--- src/rtl/mdio_pkg.sv ---
package mdio_pkg;
  typedef enum logic [1:0] {
    SEL_DATA  = 2'd0,
    SEL_SPEED = 2'd1,
    SEL_EVENT = 2'd2,
    SEL_MASK  = 2'd3
  } reg_sel_e;

  localparam int        EV_BIT    = 23;     // completion bit in event/mask
  localparam int        PRE_BITS  = 32;     // preamble length in MDC periods
  localparam int        WORD_BITS = 32;     // frame word width
  localparam int        RDAT_BITS = 16;     // read data width
  localparam int        TA_HI     = 17;     // first turnaround bit in the word
  localparam logic [1:0] OP_READ  = 2'b10;  // opcode bits 29:28 for a read
endpackage

--- src/rtl/mdio_clkgen.sv ---
module mdio_clkgen #(
  parameter int SPD_W = 6
) (
  input  logic             clk,
  input  logic             rst,
  input  logic             run,
  input  logic [SPD_W-1:0] half,
  output logic             mdc,
  output logic             rise_stb,
  output logic             fall_stb
);
  logic [SPD_W-1:0] div_q;
  logic             mdc_q;
  logic             wrap;

  assign wrap     = run && (div_q == half - 1'b1);
  assign rise_stb = wrap && !mdc_q;
  assign fall_stb = wrap && mdc_q;
  assign mdc      = mdc_q;

  always_ff @(posedge clk) begin
    if (rst || !run) begin
      div_q <= '0;
      mdc_q <= 1'b0;
    end else if (wrap) begin
      div_q <= '0;
      mdc_q <= ~mdc_q;
    end else begin
      div_q <= div_q + 1'b1;
    end
  end


  mdc_idle_low_chk: assert property (@(posedge clk) disable iff (rst)
    !run |-> !mdc_q);

  mdc_hold_chk: assert property (@(posedge clk) disable iff (rst)
    (run && !wrap) |=> $stable(mdc_q));
endmodule

--- src/rtl/mdio_shifter.sv ---
module mdio_shifter
  import mdio_pkg::*;
#(
  parameter int PRE  = PRE_BITS,
  parameter int WORD = WORD_BITS
) (
  input  logic            clk,
  input  logic            rst,
  input  logic            start,
  input  logic [WORD-1:0] cmd_in,
  input  logic            rise_stb,
  input  logic            fall_stb,
  input  logic            mdio_i,
  output logic            busy,
  output logic            done,
  output logic            is_read,
  output logic [RDAT_BITS-1:0] rx_data,
  output logic            mdio_o,
  output logic            mdio_oe
);
  localparam int TOTAL = PRE + WORD;
  localparam int CNT_W = $clog2(TOTAL);
  localparam int IW    = $clog2(WORD);
  localparam logic [CNT_W-1:0] LAST_K = CNT_W'(TOTAL - 1);
  localparam logic [CNT_W-1:0] PRE_K  = CNT_W'(PRE);
  localparam logic [CNT_W-1:0] REL_K  = CNT_W'(PRE + WORD - 1 - TA_HI);
  localparam logic [CNT_W-1:0] DAT_K  = CNT_W'(TOTAL - RDAT_BITS);

  logic             busy_q, busy_n;
  logic [CNT_W-1:0] k_q, k_n;
  logic [WORD-1:0]  cmd_q, cmd_n;
  logic             rd_q, rd_n;
  logic [RDAT_BITS-1:0] rx_q;
  logic             o_q, oe_q, o_n, oe_n;
  logic [IW-1:0]    pos;
  logic             last;

  assign last = (k_q == LAST_K);
  assign done = busy_q && fall_stb && last;

  always_comb begin
    busy_n = busy_q;
    k_n    = k_q;
    cmd_n  = cmd_q;
    rd_n   = rd_q;
    if (start) begin
      busy_n = 1'b1;
      k_n    = '0;
      cmd_n  = cmd_in;
      rd_n   = (cmd_in[29:28] == OP_READ);
    end else if (busy_q && fall_stb) begin
      if (last) busy_n = 1'b0;
      else      k_n    = k_q + 1'b1;
    end
  end

  assign pos  = IW'(LAST_K - k_n);
  assign o_n  = !busy_n || (k_n < PRE_K) || cmd_n[pos];
  assign oe_n = busy_n && !(rd_n && (k_n >= REL_K));

  always_ff @(posedge clk) begin
    if (rst) begin
      busy_q <= 1'b0;
      k_q    <= '0;
      cmd_q  <= '0;
      rd_q   <= 1'b0;
      rx_q   <= '0;
      o_q    <= 1'b1;
      oe_q   <= 1'b0;
    end else begin
      busy_q <= busy_n;
      k_q    <= k_n;
      cmd_q  <= cmd_n;
      rd_q   <= rd_n;
      o_q    <= o_n;
      oe_q   <= oe_n;
      if (busy_q && rd_q && rise_stb && (k_q >= DAT_K))
        rx_q <= {rx_q[RDAT_BITS-2:0], mdio_i};
    end
  end

  assign busy    = busy_q;
  assign is_read = rd_q;
  assign rx_data = rx_q;
  assign mdio_o  = o_q;
  assign mdio_oe = oe_q;


  preamble_ones_chk: assert property (@(posedge clk) disable iff (rst)
    (busy_q && (k_q < PRE_K)) |-> o_q);

  write_drives_chk: assert property (@(posedge clk) disable iff (rst)
    (busy_q && !rd_q) |-> oe_q);

  idle_released_chk: assert property (@(posedge clk) disable iff (rst)
    !busy_q |-> (!oe_q && o_q));
endmodule

--- src/rtl/mdio_regs.sv ---
module mdio_regs
  import mdio_pkg::*;
#(
  parameter int SPD_W = 6,
  parameter int DW    = WORD_BITS
) (
  input  logic             clk,
  input  logic             rst,
  input  logic             we,
  input  logic             re,
  input  logic [1:0]       addr,
  input  logic [DW-1:0]    wdata,
  output logic [DW-1:0]    rdata,
  input  logic             busy,
  input  logic             done,
  input  logic             is_read,
  input  logic [RDAT_BITS-1:0] rx_data,
  output logic             start,
  output logic [SPD_W-1:0] speed,
  output logic             irq
);
  logic [DW-1:0]    data_q, rdata_q;
  logic [SPD_W-1:0] speed_q;
  logic             ev_q, ev_n, mask_q, mask_n, irq_q;
  logic             wr_data, wr_ev, wr_mask, wr_speed;

  assign wr_data  = we && (addr == SEL_DATA);
  assign wr_speed = we && (addr == SEL_SPEED);
  assign wr_ev    = we && (addr == SEL_EVENT);
  assign wr_mask  = we && (addr == SEL_MASK);
  assign start    = wr_data && !busy && (speed_q != '0);

  always_comb begin
    ev_n = ev_q;
    if (done)                       ev_n = 1'b1;
    else if (wr_ev && wdata[EV_BIT]) ev_n = 1'b0;
    mask_n = wr_mask ? wdata[EV_BIT] : mask_q;
  end

  always_ff @(posedge clk) begin
    if (rst) begin
      data_q  <= '0;
      speed_q <= '0;
      ev_q    <= 1'b0;
      mask_q  <= 1'b0;
      irq_q   <= 1'b0;
      rdata_q <= '0;
    end else begin
      if (start)
        data_q <= wdata;
      else if (done && is_read)
        data_q[RDAT_BITS-1:0] <= rx_data;
      if (wr_speed) speed_q <= wdata[SPD_W:1];
      ev_q   <= ev_n;
      mask_q <= mask_n;
      irq_q  <= ev_n && mask_n;
      if (re) begin
        case (addr)
          SEL_DATA:  rdata_q <= data_q;
          SEL_SPEED: rdata_q <= {{(DW-SPD_W-1){1'b0}}, speed_q, 1'b0};
          SEL_EVENT: rdata_q <= DW'(ev_q) << EV_BIT;
          default:   rdata_q <= DW'(mask_q) << EV_BIT;
        endcase
      end
    end
  end

  assign rdata = rdata_q;
  assign speed = speed_q;
  assign irq   = irq_q;


  busy_write_ignored_chk: assert property (@(posedge clk) disable iff (rst)
    (busy && !done && wr_data) |=> $stable(data_q));

  zero_speed_ignored_chk: assert property (@(posedge clk) disable iff (rst)
    (wr_data && !busy && (speed_q == '0)) |=> ($stable(data_q) && !busy));

  event_set_chk: assert property (@(posedge clk) disable iff (rst)
    done |=> ev_q);

  irq_follow_chk: assert property (@(posedge clk) disable iff (rst)
    irq_q == (ev_q && mask_q));
endmodule

--- src/rtl/mdio_mgmt_ctrl.sv ---
module mdio_mgmt_ctrl
  import mdio_pkg::*;
#(
  parameter int SPD_W = 6
) (
  input  logic        clk,
  input  logic        rst,
  input  logic        bus_we,
  input  logic        bus_re,
  input  logic [1:0]  bus_addr,
  input  logic [31:0] bus_wdata,
  output logic [31:0] bus_rdata,
  output logic        mdc,
  output logic        mdio_o,
  output logic        mdio_oe,
  input  logic        mdio_i,
  output logic        irq
);
  logic             start, busy, done, is_read, rise_stb, fall_stb;
  logic [SPD_W-1:0] speed;
  logic [RDAT_BITS-1:0] rx_data;

  mdio_regs #(.SPD_W(SPD_W), .DW(WORD_BITS)) u_regs (
    .clk(clk), .rst(rst), .we(bus_we), .re(bus_re), .addr(bus_addr),
    .wdata(bus_wdata), .rdata(bus_rdata), .busy(busy), .done(done),
    .is_read(is_read), .rx_data(rx_data), .start(start), .speed(speed),
    .irq(irq)
  );

  mdio_clkgen #(.SPD_W(SPD_W)) u_clkgen (
    .clk(clk), .rst(rst), .run(busy), .half(speed), .mdc(mdc),
    .rise_stb(rise_stb), .fall_stb(fall_stb)
  );

  mdio_shifter #(.PRE(PRE_BITS), .WORD(WORD_BITS)) u_shift (
    .clk(clk), .rst(rst), .start(start), .cmd_in(bus_wdata),
    .rise_stb(rise_stb), .fall_stb(fall_stb), .mdio_i(mdio_i),
    .busy(busy), .done(done), .is_read(is_read), .rx_data(rx_data),
    .mdio_o(mdio_o), .mdio_oe(mdio_oe)
  );
endmodule

--- config.mk ---
export PLATFORM = sky130hd
export DESIGN_NAME = mdio_mgmt_ctrl
export DESIGN_NICKNAME = d
export VERILOG_FILES = /design/src/rtl/mdio_pkg.sv /design/src/rtl/mdio_clkgen.sv /design/src/rtl/mdio_shifter.sv /design/src/rtl/mdio_regs.sv /design/src/rtl/mdio_mgmt_ctrl.sv
export SDC_FILE = /design/constraint.sdc
export NUM_CORES = 1
export LEC_CHECK = 0
export BUFFER_PORTS_ARGS = -buffer_cell sky130_fd_sc_hd__buf_2
export CORE_MARGIN = 3
export CORE_UTILIZATION = 58
export DETAILED_ROUTE_END_ITERATION = 10
export PLACE_DENSITY = 0.75
export REMOVE_ABC_BUFFERS = 1
export SLEW_MARGIN = 25
export SYNTH_ARGS = -nofsm -noshare
export SYNTH_HDL_FRONTEND = slang
export SYNTH_HIERARCHICAL = 1
export SYNTH_SLANG_ARGS = --single-unit
export TNS_END_PERCENT = 5
--- constraint.sdc ---
create_clock -name clk -period 5.05 [get_ports clk]
set_input_delay 0.2525 -clock clk [delete_from_list [all_inputs] [get_ports clk]]
set_output_delay 0.2525 -clock clk [all_outputs]
set_load 0.01 [all_outputs]
; Yosys cells after proc, flatten, opt, wreduce, memory -nomap -nowiden
; Cells that the tools add are included.
[word_totals]
ff_bits = 138
in_bits = 39
elab_cells = 77
[op_classes]
addsub = 4
magnitude_cmp = 4
n_eq_ne = 6
n_mux = 16
bitwise_logic = 1
n_reduce_logical = 30
[ops]
columns = operator, n
row1 = one-hot mux 32 bit (3 select lines), 1
row2 = 2-to-1 mux 16 bit, 2
row3 = 2-to-1 mux 32 bit, 1
row4 = logical AND 1 bit, 19
row5 = 2-to-1 mux 6 bit, 3
row6 = adder 6 x 1 -> 6 bit (second input constant), 2
row7 = >= comparator 6 bit (second input constant), 2
row8 = 2-to-1 mux 1 bit, 8
row9 = == test 2 bit (second input constant), 3
row10 = == test 6 bit, 1
row11 = == test 6 bit (second input constant), 1
row12 = less-than comparator 5 x 6 -> 1 bit (second input constant), 1
row13 = less-than comparator 6 bit (second input constant), 1
row14 = nonzero test 6 bit, 1
row15 = subtractor 6 x 1 -> 6 bit (second input constant), 1
row16 = binary-select mux 1 bit (select 5 bit), 1
row17 = subtractor 5 bit (first input constant), 1
row18 = logical NOT 1 bit, 4
row19 = logical OR 1 bit, 3
row20 = == test 2 x 1 -> 1 bit (second input constant), 1
row21 = logical NOT 2 bit, 1
row22 = nonzero test 2 bit, 1
row23 = OR reduction 2 bit, 1
row24 = inverter 1 bit, 1

; Logic depth before layout (Yosys ltp)
; Gate-level depths: netlist of the first run.
[logic_depth]
depth_word = 11
depth_mapped = 17
mapped_depth_nobuf = 14

; Modules after synthesis
; Netlist of the first run, hierarchy kept.
[modules_own_cells]
columns = mod, n_inst, cells_each, area_per_inst_um2, seq_area_each_um2
row1 = mdio_regs, 1, 360, 3296.9, 1461.4
row2 = mdio_shifter, 1, 293, 2752.6, 1161.1
row3 = mdio_clkgen, 1, 52, 460.4, 140.1

; Worst setup path before layout of the first run
; OpenSTA, ideal clock, no wires.
[synth_path]
path_kind = flip-flop to flip-flop
startpoint = register u_regs.speed_q[0] (netlist: u_regs/speed[0])
endpoint = register u_shift.o_q (netlist: u_shift/mdio_o)
setup_time_ps = 134
arrival_time_ps = 3416
required_ps = 4916
setup_slack_ps = 1500
path_stages_with_launch = 16
path_buffers = 1
path_cell_list = dfxtp_1 inv_1 ha_1 xor2_1 nand3_1 nor4_1 nand2_1 nor2_1 buf_2 nand3b_1 a21o_4 a21oi_2 mux2_2 o311a_1 o2bb2ai_1 or4_1
[synth_via]
elab_chain_cells = 11
[synth_rtl]
columns = element, line_no
row1 = from (decl), mdio_regs.sv:23  ; logic [SPD_W-1:0] speed_q;
row2 = from (signal assigned), mdio_regs.sv:53  ; if (wr_speed) speed_q <= wdata[SPD_W:1];
row3 = subtractor 6 x 1 -> 6 bit *, mdio_clkgen.sv:16  ; assign wrap = run && (div_q == half - 1'b1);
row4 = == test 6 bit *, mdio_clkgen.sv:16
row5 = logical AND 1 bit *, mdio_clkgen.sv:16
row6 = logical AND 1 bit *, mdio_clkgen.sv:18  ; assign fall_stb = wrap && mdc_q;
row7 = net fall_stb, mdio_mgmt_ctrl.sv:19  ; logic start, busy, done, is_read, rise_stb, fall_stb;
row8 = logical AND 1 bit *, mdio_shifter.sv:51  ; end else if (busy_q && fall_stb) begin
row9 = 2-to-1 mux 6 bit, mdio_shifter.sv:51
row10 = 2-to-1 mux 6 bit, mdio_shifter.sv:46  ; if (start) begin
row11 = subtractor 5 bit, mdio_shifter.sv:57  ; assign pos = IW'(LAST_K - k_n);
row12 = binary-select mux 1 bit (select 5 bit), mdio_shifter.sv:58  ; assign o_n = !busy_n || (k_n < PRE_K) || cmd_n[pos];
row13 = 2-to-1 mux 1 bit (implied by the code), mdio_shifter.sv:58
row14 = logical OR 1 bit *, mdio_shifter.sv:58
row15 = to (signal assigned), mdio_shifter.sv:75  ; o_q <= o_n;
row16 = to (decl), mdio_shifter.sv:34  ; logic o_q, oe_q, o_n, oe_n;
; Mark *: on every way through the listed nets, which the timed path passes. The rest lies on a longest branch. The select of a mux whose other input is x is not followed.
; A chain may end at the register's enable or synchronous reset.

; Final worst setup path of the first run
; Ends and elaborated chain as after synthesis.

==> report_table.html, run 1 <==
<table>
<tr><th>Metric</th><th>Value</th></tr>
<tr><th colspan="2">Timing</th></tr>
<tr><td>Slew of the pin with the lowest slew margin</td><td>just under 1000 ps</td></tr>
<tr><td>Worst clock skew on the final layout</td><td>10.7 ps</td></tr>
<tr><td>Final min period</td><td>4260 ps</td></tr>
<tr><td>Setup-violating endpoint count in the final report</td><td>0</td></tr>
<tr><td>Final hold violation count</td><td>0</td></tr>
<tr><td>Highest attainable clock frequency</td><td>235 MHz</td></tr>
<tr><td>Slew headroom</td><td>34.4%</td></tr>
<tr><td>Crit share post-route</td><td>84.3%</td></tr>
<tr><td>Unrepaired setup endpoints after global routing</td><td>no</td></tr>
<tr><td>Max-slew violation count</td><td>0</td></tr>
<tr><th colspan="2">Worst setup path</th></tr>
<tr><td>Largest fanout on the critical path</td><td>15</td></tr>
<tr><td>Worst setup path startpoint</td><td>u_regs/speed[0]</td></tr>
<tr><td>Buffering stage count on the worst path with inverters included</td><td>1</td></tr>
<tr><td>Largest stage delay on the critical path</td><td>about 760 ps</td></tr>
<tr><td>Most numerous cell on the critical path</td><td>sky130_fd_sc_hd__nand2_1</td></tr>
<tr><td>Crit Path Category</td><td>reg -&gt; reg</td></tr>
<tr><td>Worst R2R Start</td><td>u_regs/speed[0]</td></tr>
<tr><td>Arrival time at the worst endpoint</td><td>approximately 4700 ps</td></tr>
<tr><td>Type of origin of the critical path</td><td>register</td></tr>
<tr><td>Cell family with most CP delay</td><td>simple AND/OR/NAND/NOR gates</td></tr>
<tr><td>WP data required</td><td>5460 ps</td></tr>
<tr><td>CP cell instances</td><td>inv_1 -&gt; ha_1 -&gt; xor2_1 -&gt; nand3_1 -&gt; nor4_1 -&gt; nand2_1 -&gt; nor2_1 -&gt; nand2_1 -&gt; a311oi_4 -&gt; mux4_2 -&gt; o2bb2ai_1 -&gt; or4_1</td></tr>
<tr><td>Sort of element at the end of the critical path</td><td>register</td></tr>
<tr><td>CP max stage cell</td><td>sky130_fd_sc_hd__a311oi_4</td></tr>
<tr><th colspan="2">Pwr</th></tr>
<tr><td>Power density relative to cell area</td><td>330 nW/µm²</td></tr>
<tr><td>Maximum ir drop on the vdd rail</td><td>253 µV</td></tr>
<tr><td>Static leakage</td><td>3.23 nW</td></tr>
<tr><th colspan="2">Final layout</th></tr>
<tr><td># nets final</td><td>825</td></tr>
<tr><td>Area growth from synthesis to layout</td><td>19.4%</td></tr>
<tr><td>Commonest cells after routing, fill and taps aside</td><td>sky130_fd_sc_hd__dfxtp_1 (138), sky130_fd_sc_hd__nor2_1 (108), sky130_fd_sc_hd__mux2i_1 (74)</td></tr>
<tr><td>Summed area of non-filler cells in the final layout</td><td>7770 µm²</td></tr>
<tr><td>Leading cell type in the layout, fill and taps excluded</td><td>sky130_fd_sc_hd__dfxtp_1</td></tr>
<tr><td>Fraction of layout instances using a drive strength above 1</td><td>20.2%</td></tr>
<tr><td>Number of fill cells</td><td>826</td></tr>
<tr><td>Ant diodes</td><td>0</td></tr>
<tr><td>Layout Utilization</td><td>71.4%</td></tr>
<tr><th colspan="2">Synth</th></tr>
<tr><td>Syn Inst Count</td><td>about 710</td></tr>
<tr><td>Average cell area after synthesis</td><td>9.23 µm²</td></tr>
<tr><td>Number of enable-type register cells in the synthesized netlist</td><td>0</td></tr>
<tr><td>Synthesized cell area</td><td>between 6000 and 7000 µm²</td></tr>
<tr><td>Number of distinct standard cells referenced by the synthesized netlist</td><td>71</td></tr>
<tr><td>Post-synthesis sequential area ratio</td><td>42.4%</td></tr>
<tr><td>Yosys warns</td><td>6</td></tr>
<tr><td>Flip-flop and latch count after synthesis</td><td>approximately 140</td></tr>
<tr><td>Async S/R FF share, synth</td><td>0%</td></tr>
<tr><td>Most frequently used flop master after synthesis</td><td>sky130_fd_sc_hd__dfxtp_1</td></tr>
<tr><th colspan="2">Place</th></tr>
<tr><td>Placed Area</td><td>6910 µm²</td></tr>
<tr><td>Number of buffers inserted by port buffering</td><td>74</td></tr>
<tr><td>Final estimated routing congestion in global placement</td><td>slightly below 0.9</td></tr>
<tr><td>Sum of net half-perimeters after detailed placement</td><td>10.3 mm</td></tr>
<tr><th colspan="2">CTS</th></tr>
<tr><td>Inserted Clock Buffers</td><td>17</td></tr>
<tr><td>Number of H-tree levels</td><td>4</td></tr>
<tr><td>Clock input transition at the sequential cells of the worst setup and hold paths</td><td>60 ps</td></tr>
<tr><td>Post-CTS Setup Repair Bufs</td><td>0</td></tr>
<tr><td>TritonCTS clock tree</td><td>yes</td></tr>
<tr><td>Number of sinks handled by clock tree synthesis</td><td>138</td></tr>
<tr><td>Clock root cell</td><td>sky130_fd_sc_hd__clkbuf_8</td></tr>
<tr><td>Buffer levels on the longest clock path</td><td>2</td></tr>
<tr><td>Latest clock arrival within the worst-skew pair</td><td>540 ps</td></tr>
<tr><th colspan="2">Route</th></tr>
<tr><td>Remaining design rule violation count</td><td>0</td></tr>
<tr><td>1st-iter DRT viols</td><td>approximately 420</td></tr>
<tr><td>Number of routed nets with antenna violations</td><td>0</td></tr>
<tr><td>Total vias in the final route</td><td>between 5k and 6k</td></tr>
<tr><td>Via/cell ratio</td><td>5.58</td></tr>
<tr><td>Average routed wire per standard cell</td><td>16.8 µm</td></tr>
<tr><td>Final wirelength</td><td>15.7 mm</td></tr>
<tr><td>Number of detailed-routing iterations run before antenna repair</td><td>4</td></tr>
<tr><th colspan="2">Worst hold path</th></tr>
<tr><td>Tightest Hold Check Type</td><td>in -&gt; reg</td></tr>
<tr><td>Hold_sp</td><td>bus_wdata[8]</td></tr>
<tr><th colspan="2">Job</th></tr>
<tr><td>Number of maximum-capacitance violations</td><td>0</td></tr>
<tr><th colspan="2">Die</th></tr>
<tr><td>Row count</td><td>38</td></tr>
<tr><td>Die Footprint</td><td>12500 µm²</td></tr>
<tr><td>Die Height</td><td>112 µm</td></tr>
<tr><td>Effective utilization at floorplan</td><td>59.8%</td></tr>
<tr><td>Horiz. Die Dim</td><td>about 110 µm</td></tr>
<tr><td>Placeable core area</td><td>10900 µm²</td></tr>
<tr><td># IOs</td><td>75</td></tr>
<tr><th colspan="2">Status</th></tr>
<tr><td>Result of the run</td><td>completed</td></tr>
<tr><th colspan="2">Global route</th></tr>
<tr><td>All-Layer GR Usage</td><td>25.6%</td></tr>
<tr><td>Number of global-route vias before repair</td><td>approximately 5.2k</td></tr>
<tr><td>Wire length of the first global-routing pass</td><td>25.9 mm</td></tr>
<tr><td>Remaining Overflow, GRT</td><td>0</td></tr>
<tr><td>Initial antenna violation count</td><td>0</td></tr>
<tr><td>Pin count of the biggest net entering global routing</td><td>approximately 110</td></tr>
</table>
-- layout make-up --
type                    count  area (µm²)  share of cell area (%)
well taps                 140         175                    2.25
clock inverters            10         164                    2.11
multi-input cells         512        3520                    45.2
flip-flops and latches    138        2760                    35.5
clock buffers              22         463                    5.95
inverters                  10        37.5                   0.483
repair buffers            104         656                    8.43
-- synthesized netlist by cell type (4+ instances only) --
cell,instances,area (µm²)
sky130_fd_sc_hd__nand2b_1,32,200
sky130_fd_sc_hd__nor2_1,108,405
sky130_fd_sc_hd__nand3_1,30,150
sky130_fd_sc_hd__nor2b_1,51,319
sky130_fd_sc_hd__and3_1,5,31.3
sky130_fd_sc_hd__xor2_1,6,52.6
sky130_fd_sc_hd__a21bo_2,16,160
sky130_fd_sc_hd__mux2i_1,74,741
sky130_fd_sc_hd__mux2_2,11,124
sky130_fd_sc_hd__dfxtp_1,138,2760
sky130_fd_sc_hd__xnor2_1,8,70.1
sky130_fd_sc_hd__nand2_1,12,45.0
sky130_fd_sc_hd__o21ai_0,10,50.1
sky130_fd_sc_hd__inv_1,9,33.8
sky130_fd_sc_hd__a21oi_1,58,290
sky130_fd_sc_hd__buf_2,5,25.0
sky130_fd_sc_hd__nor3_1,4,20.0
sky130_fd_sc_hd__buf_1,6,22.5
sky130_fd_sc_hd__buf_6,4,45.0
sky130_fd_sc_hd__clkbuf_1,29,109
sky130_fd_sc_hd__mux2_1,16,180
-- path summary, 6_finish.rpt --
| check | to | slack (ps) | cells past startpoint |
|---|---|---|---|
| min reg2reg | u_regs/data_q[18] | 470 | 2 |
| max reg2reg | u_shift/mdio_o | 790 | 12 |
| min | u_shift/cmd_q[8] | 10 | 3 |
| max | u_shift/mdio_o | 790 | 12 |
-- cells by family after synthesis --
| family | after synthesis | synth area share (%) |
|---|---|---|
| AND/OR/NAND/NOR | 269 | 21.1 |
| buffers and inverters | 55 | 3.79 |
| AO/OA/AOI/OAI | 122 | 13.3 |
| flip-flops | 138 | 42.4 |
| adder cells (fa/ha/maj) | 3 | 0.577 |
| multiplexers | 103 | 16.6 |
| XOR/XNOR | 15 | 2.13 |
-- metal layers --
layer	wire length, µm	vias to the layer above	track usage (%)
li1	-	2586	-
met1	7140	2492	33.0
met2	7540	117	42.4
met3	705	27	5.49
met4	325	0	9.78
met5	0	-	0
-- sequential cells by signal, indices dropped and copies added, names as in the netlist, 6 cells and up --
| register | flops |
|---|---|
| u_regs/rdata | 32 |
| u_shift/k_q | 6 |
| u_clkgen/div_q | 6 |
| u_shift/rx_data | 16 |
| u_regs/data_q | 32 |
| u_regs/speed | 6 |
| u_shift/cmd_q | 32 |
-- power breakdown --
| group | leakage (nW) | total (mW) | internal (mW) | switching (mW) |
|---|---|---|---|---|
| combinational | 1.82 | 0.147 | 0.0666 | 0.0804 |
| sequential | 1.11 | 1.12 | 1.10 | 0.0119 |
| clock | 0.306 | 1.30 | 0.843 | 0.461 |
| total | 3.23 | 2.57 | 2.01 | 0.553 |
-- per-stage QoR --
stage | hold slack [ps] | setup TNS (ps) | total power [mW] | std cells | setup WS (ps)
2_1_floorplan | 322 | -43.4 | 1.20 | 660 | -43.4
3_3_place_gp | 454 | 0 | 1.27 | 881 | 960
3_5_place_dp | 463 | 0 | 1.27 | 881 | 804
4_1_cts | 0.647 | 0 | 2.58 | 936 | 829
5_1_grt | 1.12 | 0 | 2.65 | 936 | 421
6_report | 14.7 | 0 | 2.57 | 936 | 792
-- worst min-delay path, delay by kind of cell --
family,cells,cell delay (ps)
multiplexers,1,60
buffers and inverters,1,100
AND/OR/NAND/NOR,1,90
-- timing repair --
action                                 CTS  global route
endpoints found under the hold margin   32             0
hold buffers                            23             0
gates resized for setup                  0             0
Power figures use the tool's default switching activity.
==> run 2: changes to the inputs <==
Clock period 5.05 ns to 4.1 ns, I/O delays scaled along.
==> run 2 against run 1 <==
Global-route usage is 0.22 points lower. Critical path depth is 2 higher. Maximum frequency is 12% higher. Largest cell class unchanged.
==> report_table.html, run 2 (same netlist as run 1, synthesis figures left out) <==
<table>
<tr><th>Metric</th><th>Value</th></tr>
<tr><th colspan="2">Worst setup path</th></tr>
<tr><td>Arrival time at the worst endpoint</td><td>4200 ps (was 4670 ps)</td></tr>
<tr><td>Number of cells traversed by the worst register-to-register path</td><td>14 (was 12)</td></tr>
<tr><td>Largest fanout on the critical path</td><td>7 (was 15)</td></tr>
<tr><td>CP max stage cell</td><td>sky130_fd_sc_hd__or4_1 (was sky130_fd_sc_hd__a311oi_4)</td></tr>
<tr><td>Worst R2R Start</td><td>u_regs/speed[0] (unchanged)</td></tr>
<tr><td>Minimum setup slack among reg-to-reg paths</td><td>300 ps (was 790 ps)</td></tr>
<tr><td>Crit Path Category</td><td>reg -&gt; reg (unchanged)</td></tr>
<tr><td>Most numerous cell on the critical path</td><td>sky130_fd_sc_hd__xnor2_1 (was sky130_fd_sc_hd__nand2_1)</td></tr>
<tr><td>Type of origin of the critical path</td><td>register (unchanged)</td></tr>
<tr><td>Worst flop-to-flop path endpoint</td><td>u_shift/mdio_o (unchanged)</td></tr>
<tr><td>Largest stage delay on the critical path</td><td>510 ps (was 760 ps)</td></tr>
<tr><td>Sort of element at the end of the critical path</td><td>register (unchanged)</td></tr>
<tr><td>CP cell instances</td><td>inv_1 -&gt; ha_1 -&gt; xnor2_1 -&gt; xnor2_1 -&gt; nor4_1 -&gt; nand2_1 -&gt; nor2_2 -&gt; a21boi_1 -&gt; a21o_2 -&gt; nor2_4 -&gt; mux2_4 -&gt; o311ai_2 -&gt; o21ai_0 -&gt; or4_1 (was inv_1 -&gt; ha_1 -&gt; xor2_1 -&gt; nand3_1 -&gt; nor4_1 -&gt; nand2_1 -&gt; nor2_1 -&gt; nand2_1 -&gt; a311oi_4 -&gt; mux4_2 -&gt; o2bb2ai_1 -&gt; or4_1)</td></tr>
<tr><td>WP data required</td><td>4500 ps (was 5460 ps)</td></tr>
<tr><th colspan="2">Place</th></tr>
<tr><td>Sum of net half-perimeters after detailed placement</td><td>10.0 mm (was 10.3 mm)</td></tr>
<tr><td>Number of buffers inserted by port buffering</td><td>74 (unchanged)</td></tr>
<tr><td>Placed Area</td><td>6970 µm² (was 6910 µm²)</td></tr>
<tr><td>Final estimated routing congestion in global placement</td><td>0.868 (was 0.866)</td></tr>
<tr><th colspan="2">CTS</th></tr>
<tr><td>Clock input transition at the sequential cells of the worst setup and hold paths</td><td>60 ps (about the same)</td></tr>
<tr><td>Number of sinks handled by clock tree synthesis</td><td>138 (unchanged)</td></tr>
<tr><td>Clock root cell</td><td>sky130_fd_sc_hd__clkbuf_8 (unchanged)</td></tr>
<tr><td>Inserted Clock Buffers</td><td>17 (unchanged)</td></tr>
<tr><td>Latest clock arrival within the worst-skew pair</td><td>530 ps (was 540 ps)</td></tr>
<tr><td>TritonCTS clock tree</td><td>yes (unchanged)</td></tr>
<tr><td>Number of H-tree levels</td><td>4 (unchanged)</td></tr>
<tr><td>Buffer levels on the longest clock path</td><td>2 (unchanged)</td></tr>
<tr><th colspan="2">Route</th></tr>
<tr><td>Average routed wire per standard cell</td><td>16.5 µm (was 16.8 µm)</td></tr>
<tr><td>Via/cell ratio</td><td>5.65 (was 5.58)</td></tr>
<tr><td>Final wirelength</td><td>15.8 mm (was 15.7 mm)</td></tr>
<tr><td>Number of routed nets with antenna violations</td><td>0 (unchanged)</td></tr>
<tr><td>Remaining design rule violation count</td><td>0 (unchanged)</td></tr>
<tr><td>Number of detailed-routing iterations run before antenna repair</td><td>4 (unchanged)</td></tr>
<tr><td>1st-iter DRT viols</td><td>358 (was 417)</td></tr>
<tr><td>Total vias in the final route</td><td>5382 (was 5222)</td></tr>
<tr><th colspan="2">Timing</th></tr>
<tr><td>Final min period</td><td>3800 ps (was 4260 ps)</td></tr>
<tr><td>Worst Hold Margin</td><td>136 ps (was 14.7 ps)</td></tr>
<tr><td>Crit share post-route</td><td>92.8% (was 84.3%)</td></tr>
<tr><td>Final hold violation count</td><td>0 (unchanged)</td></tr>
<tr><td>Max-slew violation count</td><td>0 (unchanged)</td></tr>
<tr><td>Slew of the pin with the lowest slew margin</td><td>722 ps (was 983 ps)</td></tr>
<tr><td>Worst clock skew on the final layout</td><td>11.5 ps (was 10.7 ps)</td></tr>
<tr><td>Unrepaired setup endpoints after global routing</td><td>no (unchanged)</td></tr>
<tr><td>Setup-violating endpoint count in the final report</td><td>0 (unchanged)</td></tr>
<tr><td>Highest attainable clock frequency</td><td>263 MHz (was 235 MHz)</td></tr>
<tr><td>Slew headroom</td><td>51.9% (was 34.4%)</td></tr>
<tr><th colspan="2">Global route</th></tr>
<tr><td>Number of global-route vias before repair</td><td>5175 (was 5219)</td></tr>
<tr><td>Initial antenna violation count</td><td>0 (unchanged)</td></tr>
<tr><td>Pin count of the biggest net entering global routing</td><td>65 (was 105)</td></tr>
<tr><td>Wire length of the first global-routing pass</td><td>25.7 mm (was 25.9 mm)</td></tr>
<tr><td>Remaining Overflow, GRT</td><td>0 (unchanged)</td></tr>
<tr><td>All-Layer GR Usage</td><td>25.4% (was 25.6%)</td></tr>
<tr><th colspan="2">Final layout</th></tr>
<tr><td>Ant diodes</td><td>0 (unchanged)</td></tr>
<tr><td>Number of fill cells</td><td>818 (was 826)</td></tr>
<tr><td>Area growth from synthesis to layout</td><td>21.0% (was 19.4%)</td></tr>
<tr><td>Leading cell type in the layout, fill and taps excluded</td><td>sky130_fd_sc_hd__dfxtp_1 (unchanged)</td></tr>
<tr><td>Fraction of layout instances using a drive strength above 1</td><td>20.3% (was 20.2%)</td></tr>
<tr><td>Summed area of non-filler cells in the final layout</td><td>7880 µm² (was 7770 µm²)</td></tr>
<tr><td># nets final</td><td>842 (was 825)</td></tr>
<tr><td>Commonest cells after routing, fill and taps aside</td><td>sky130_fd_sc_hd__dfxtp_1 (137), sky130_fd_sc_hd__nor2_1 (107), sky130_fd_sc_hd__mux2i_1 (74) (was sky130_fd_sc_hd__dfxtp_1 (138), sky130_fd_sc_hd__nor2_1 (108), sky130_fd_sc_hd__mux2i_1 (74))</td></tr>
<tr><th colspan="2">Die</th></tr>
<tr><td>Effective utilization at floorplan</td><td>59.8% (unchanged)</td></tr>
<tr><td>Horiz. Die Dim</td><td>112 µm (unchanged)</td></tr>
<tr><td>Die Footprint</td><td>12500 µm² (unchanged)</td></tr>
<tr><td>Placeable core area</td><td>10900 µm² (unchanged)</td></tr>
<tr><td># IOs</td><td>75 (unchanged)</td></tr>
<tr><td>Die Height</td><td>112 µm (unchanged)</td></tr>
<tr><td>Row count</td><td>38 (unchanged)</td></tr>
<tr><th colspan="2">Pwr</th></tr>
<tr><td>Total power</td><td>3.03 mW (was 2.57 mW)</td></tr>
<tr><td>Maximum ir drop on the vdd rail</td><td>273 µV (was 253 µV)</td></tr>
<tr><td>Power density relative to cell area</td><td>384 nW/µm² (was 330 nW/µm²)</td></tr>
<tr><td>Static leakage</td><td>3.28 nW (was 3.23 nW)</td></tr>
<tr><th colspan="2">Worst hold path</th></tr>
<tr><td>Tightest Hold Check Type</td><td>in -&gt; reg (unchanged)</td></tr>
<tr><td>Hold_sp</td><td>bus_we (was bus_wdata[8])</td></tr>
<tr><td>Sink of the worst hold path</td><td>u_regs/mask_q (was u_shift/cmd_q[8])</td></tr>
<tr><td>Worst Hold Path Cells</td><td>4 (was 3)</td></tr>
<tr><th colspan="2">Job</th></tr>
<tr><td>Number of maximum-capacitance violations</td><td>0 (unchanged)</td></tr>
<tr><th colspan="2">Status</th></tr>
<tr><td>Result of the run</td><td>completed (unchanged)</td></tr>
</table>
-- run 2: worst max-delay path by stage --
stage	endpoint	start	slack, ps
2_1_floorplan	u_shift/mdio_o	u_shift/busy	-990
3_5_place_dp	u_shift/mdio_o	u_regs/speed[0]	150
5_1_grt	u_shift/mdio_o	u_regs/speed[0]	100
3_3_place_gp	u_shift/mdio_o	u_regs/speed[0]	290
6_report	u_shift/mdio_o	u_regs/speed[0]	300
4_1_cts	u_shift/mdio_o	u_regs/speed[0]	100
-- run 2: cell type report --
class / count / area [µm²] / area share, %
clock inverters: 7 / 90.1 / 1.14
inverters: 10 / 37.5 / 0.476
well taps: 140 / 175 / 2.22
multi-input cells: 512 / 3510 / 44.6
repair buffers: 121 / 823 / 10.5
clock buffers: 25 / 474 / 6.02
flip-flops and latches: 138 / 2760 / 35.1
-- run 2: report_power, final --
group | internal, mW | total, mW | switching (mW) | leakage (nW)
combinational | 0.0893 | 0.191 | 0.102 | 1.89
sequential | 1.36 | 1.37 | 0.0139 | 1.11
clock | 0.911 | 1.46 | 0.552 | 0.272
-- run 2: timing repair --
item                                    CTS  global route
hold endpoints to repair                 53             0
buffers inserted                          0             0
endpoints found under the setup margin    0             1
resized for setup                         0             2
hold buffers                             34             0
-- run 2: stage by stage --
stage                     std cells  TNS, ps  util, %  setup slack, ps
after floorplan                 660     -993        -             -993
after global placement          887        0     64.0              294
after detailed placement        887        0     64.0              154
after CTS                       953        0     72.3             97.6
after global routing            953        0     72.4             99.7
final                           953        0     72.4              295
-- run 2: routing by layer --
layer  routed length, µm  global-route usage, %
met1                7110                   33.2
met2                7590                   41.5
met3                 784                   5.16
met4                 276                   10.0
met5                   0                      0
-- run 2: worst max-delay path, delay by kind of cell (launching register included) --
family                     cells  cell delay (ps)
and+or+nand+nor                5             1450
buffers and inverters          1               70
adders and majority gates      1              220
muxes                          1              330
DFF                            1              440
AOI/OAI and AO/OA              4              790
xor gates and xnor gates       2              360
==> run 3: changes to the inputs <==
Settings changed: CAP_MARGIN set to 10.
Clock period 4.1 ns to 3.9 ns, I/O delays scaled along.
==> run 3 against run 2 <==
Sequential cell count did not move. Final area rose by 0.48%. Hold slack got worse by 45 ps. Critical endpoint unchanged. Largest cell class unchanged.
==> report_table.html, run 3 (same netlist as run 1, synthesis figures left out) <==
<table>
<tr><th>Metric</th><th>Value</th></tr>
<tr><th colspan="2">Status</th></tr>
<tr><td>Result of the run</td><td>completed (unchanged)</td></tr>
<tr><th colspan="2">CTS</th></tr>
<tr><td>Inserted Clock Buffers</td><td>17 (unchanged)</td></tr>
<tr><td>Latest clock arrival within the worst-skew pair</td><td>520 ps (was 530 ps)</td></tr>
<tr><td>TritonCTS clock tree</td><td>yes (unchanged)</td></tr>
<tr><td>Clock root cell</td><td>sky130_fd_sc_hd__clkbuf_8 (unchanged)</td></tr>
<tr><td>Number of sinks handled by clock tree synthesis</td><td>138 (unchanged)</td></tr>
<tr><td>Number of H-tree levels</td><td>4 (unchanged)</td></tr>
<tr><td>Clock input transition at the sequential cells of the worst setup and hold paths</td><td>60 ps (about the same)</td></tr>
<tr><td>Buffer levels on the longest clock path</td><td>2 (unchanged)</td></tr>
<tr><th colspan="2">Global route</th></tr>
<tr><td>Wire length of the first global-routing pass</td><td>26.1 mm (was 25.7 mm)</td></tr>
<tr><td>Remaining Overflow, GRT</td><td>0 (unchanged)</td></tr>
<tr><td>Initial antenna violation count</td><td>0 (unchanged)</td></tr>
<tr><td>All-Layer GR Usage</td><td>25.7% (was 25.4%)</td></tr>
<tr><td>Pin count of the biggest net entering global routing</td><td>62 (was 65)</td></tr>
<tr><td>Number of global-route vias before repair</td><td>5303 (was 5175)</td></tr>
<tr><th colspan="2">Timing</th></tr>
<tr><td>Slew headroom</td><td>41.6% (was 51.9%)</td></tr>
<tr><td>Final min period</td><td>3720 ps (was 3800 ps)</td></tr>
<tr><td>Max-slew violation count</td><td>0 (unchanged)</td></tr>
<tr><td>Setup-violating endpoint count in the final report</td><td>0 (unchanged)</td></tr>
<tr><td>Final hold violation count</td><td>0 (unchanged)</td></tr>
<tr><td>Crit share post-route</td><td>95.3% (was 92.8%)</td></tr>
<tr><td>Worst clock skew on the final layout</td><td>5.03 ps (was 11.5 ps)</td></tr>
<tr><td>Highest attainable clock frequency</td><td>269 MHz (was 263 MHz)</td></tr>
<tr><td>Slew of the pin with the lowest slew margin</td><td>875 ps (was 722 ps)</td></tr>
<tr><td>TNS Setup</td><td>0 ps (unchanged)</td></tr>
<tr><th colspan="2">Worst setup path</th></tr>
<tr><td>WP data required</td><td>4290 ps (was 4500 ps)</td></tr>
<tr><td>Minimum setup slack among reg-to-reg paths</td><td>180 ps (was 300 ps)</td></tr>
<tr><td>Worst flop-to-flop path endpoint</td><td>u_shift/mdio_o (unchanged)</td></tr>
<tr><td>Crit Path Category</td><td>reg -&gt; reg (unchanged)</td></tr>
<tr><td>Worst R2R Start</td><td>u_regs/speed[1] (was u_regs/speed[0])</td></tr>
<tr><td>Worst setup path startpoint</td><td>u_regs/speed[1] (was u_regs/speed[0])</td></tr>
<tr><td>Capturing element of the worst setup path</td><td>u_shift/mdio_o (unchanged)</td></tr>
<tr><td>Sort of element at the end of the critical path</td><td>register (unchanged)</td></tr>
<tr><td>Number of cells traversed by the worst register-to-register path</td><td>14 (unchanged)</td></tr>
<tr><td>Arrival time at the worst endpoint</td><td>4110 ps (was 4200 ps)</td></tr>
<tr><td>Type of origin of the critical path</td><td>register (unchanged)</td></tr>
<tr><td>Largest fanout on the critical path</td><td>6 (was 7)</td></tr>
<tr><th colspan="2">Pwr</th></tr>
<tr><td>Internal cell power</td><td>2.39 mW (was 2.36 mW)</td></tr>
<tr><td>Sequential fraction of design power</td><td>46.8% (was 45.4%)</td></tr>
<tr><td>Maximum ir drop on the vdd rail</td><td>374 µV (was 273 µV)</td></tr>
<tr><td>P_sw</td><td>687 µW (was 667 µW)</td></tr>
<tr><td>Proportion of power drawn by the clock network</td><td>46.5% (was 48.3%)</td></tr>
<tr><td>Combinational fraction of design power</td><td>6.6% (was 6.3%)</td></tr>
<tr><td>Proportion of total power due to net switching</td><td>22.3% (was 22.0%)</td></tr>
<tr><td>Static leakage</td><td>3.30 nW (was 3.28 nW)</td></tr>
<tr><td>Power density relative to cell area</td><td>389 nW/µm² (was 384 nW/µm²)</td></tr>
<tr><th colspan="2">Route</th></tr>
<tr><td>Via/cell ratio</td><td>5.60 (was 5.65)</td></tr>
<tr><td>Number of routed nets with antenna violations</td><td>0 (unchanged)</td></tr>
<tr><td>Remaining design rule violation count</td><td>0 (unchanged)</td></tr>
<tr><td>Number of detailed-routing iterations run before antenna repair</td><td>5 (was 4)</td></tr>
<tr><td>Final wirelength</td><td>15.7 mm (was 15.8 mm)</td></tr>
<tr><td>Total vias in the final route</td><td>5360 (was 5382)</td></tr>
<tr><td>Average routed wire per standard cell</td><td>16.4 µm (was 16.5 µm)</td></tr>
<tr><td>1st-iter DRT viols</td><td>456 (was 358)</td></tr>
<tr><th colspan="2">Worst hold path</th></tr>
<tr><td>Worst Hold Path Cells</td><td>4 (unchanged)</td></tr>
<tr><td>Tightest Hold Check Type</td><td>in -&gt; reg (unchanged)</td></tr>
<tr><th colspan="2">Die</th></tr>
<tr><td>Placeable core area</td><td>10900 µm² (unchanged)</td></tr>
<tr><td># IOs</td><td>75 (unchanged)</td></tr>
<tr><td>Effective utilization at floorplan</td><td>59.8% (unchanged)</td></tr>
<tr><td>Die Height</td><td>112 µm (unchanged)</td></tr>
<tr><td>Die Footprint</td><td>12500 µm² (unchanged)</td></tr>
<tr><td>Row count</td><td>38 (unchanged)</td></tr>
<tr><td>Horiz. Die Dim</td><td>112 µm (unchanged)</td></tr>
<tr><th colspan="2">Place</th></tr>
<tr><td>Sum of net half-perimeters after detailed placement</td><td>10.2 mm (was 10.0 mm)</td></tr>
<tr><td>Final estimated routing congestion in global placement</td><td>0.902 (was 0.868)</td></tr>
<tr><td>Number of buffers inserted by port buffering</td><td>74 (unchanged)</td></tr>
<tr><td>Placed Area</td><td>6990 µm² (was 6970 µm²)</td></tr>
<tr><th colspan="2">Job</th></tr>
<tr><td>Number of maximum-capacitance violations</td><td>0 (unchanged)</td></tr>
<tr><th colspan="2">Final layout</th></tr>
<tr><td># nets final</td><td>847 (was 842)</td></tr>
<tr><td>Leading cell type in the layout, fill and taps excluded</td><td>sky130_fd_sc_hd__dfxtp_1 (unchanged)</td></tr>
<tr><td>Commonest cells after routing, fill and taps aside</td><td>sky130_fd_sc_hd__dfxtp_1 (137), sky130_fd_sc_hd__nor2_1 (107), sky130_fd_sc_hd__mux2i_1 (74) (unchanged)</td></tr>
<tr><td>Area growth from synthesis to layout</td><td>21.6% (was 21.0%)</td></tr>
<tr><td>Fraction of layout instances using a drive strength above 1</td><td>20.9% (was 20.3%)</td></tr>
<tr><td>Summed area of non-filler cells in the final layout</td><td>7920 µm² (was 7880 µm²)</td></tr>
<tr><td>Ant diodes</td><td>0 (unchanged)</td></tr>
</table>
==> run 3: final cells by class <==
cell class / count / area, µm²
clock buffers: 23 / 457
clock inverters: 8 / 71.3
fillers: 830 / 2970
inverters: 10 / 37.5
multi-input cells: 512 / 3550
flip-flops and latches: 138 / 2760
well taps: 140 / 175
repair buffers: 126 / 861
==> run 3: worst min path at each step <==
stage | start | endpoint | slack (ps)
4_1_cts | bus_we | u_regs/ev_q | 60
5_1_grt | bus_we | u_regs/ev_q | 90
2_1_floorplan | rst | u_shift/cmd_q[29] | 260
6_report | bus_we | u_regs/ev_q | 90
3_5_place_dp | mdio_i | u_shift/rx_data[0] | 440
3_3_place_gp | mdio_i | u_shift/rx_data[0] | 430
==> run 3: power groups by stage <==
stage	Combinational [mW]	Clock, mW	Sequential (mW)
finish	0.205	1.43	1.44
global route	0.223	1.53	1.44
CTS	0.201	1.46	1.44
detailed placement	0.174	0	1.47
global placement	0.170	0	1.47
floorplan	0.0896	0	1.47
==> run 3: critical path, stage by stage (launching register included) <==
cell,delay (ps)
sky130_fd_sc_hd__dfxtp_1,410
sky130_fd_sc_hd__inv_1,70
sky130_fd_sc_hd__ha_1,290
sky130_fd_sc_hd__xor2_1,200
sky130_fd_sc_hd__nand3_1,180
sky130_fd_sc_hd__nor4_4,260
sky130_fd_sc_hd__nand2_1,140
sky130_fd_sc_hd__nor2_4,150
sky130_fd_sc_hd__nand3b_1,190
sky130_fd_sc_hd__a21o_4,260
sky130_fd_sc_hd__a21oi_2,160
sky130_fd_sc_hd__mux2_2,370
sky130_fd_sc_hd__o311ai_0,370
sky130_fd_sc_hd__a21oi_1,130
sky130_fd_sc_hd__or4_1,400
==> run 3: metal layers <==
metal	vias to the layer above	GRT usage, %	part of all wire [%]
met4	0	8.89	2.4
li1	2632	-	-
met3	28	6.47	4.4
met2	150	42.8	48
met5	-	0	0
met1	2550	32.4	45
==> run 3: through the flow <==
step / setup slack (ps) / hold slack (ps) / std cells / power [mW] / util [%]
2_1_floorplan: -1190 / 264 / 660 / 1.56 / -
3_3_place_gp: 200 / 427 / 890 / 1.64 / 64.2
3_5_place_dp: -22.2 / 440 / 890 / 1.65 / 64.2
4_1_cts: 5.93 / 61.7 / 955 / 3.11 / 72.2
5_1_grt: -14.1 / 88.4 / 957 / 3.19 / 72.7
6_report: 183 / 91.1 / 957 / 3.08 / 72.7
==> run 3: what timing repair did <==
item | 4_1_cts | 5_1_grt
setup endpoints to repair | 1 | 2
gates resized for setup | 1 | 8
setup buffers | 0 | 2
hold endpoints to repair | 55 | 0
hold buffers | 34 | 0
pin swaps | 0 | 2
gates cloned | 0 | 0
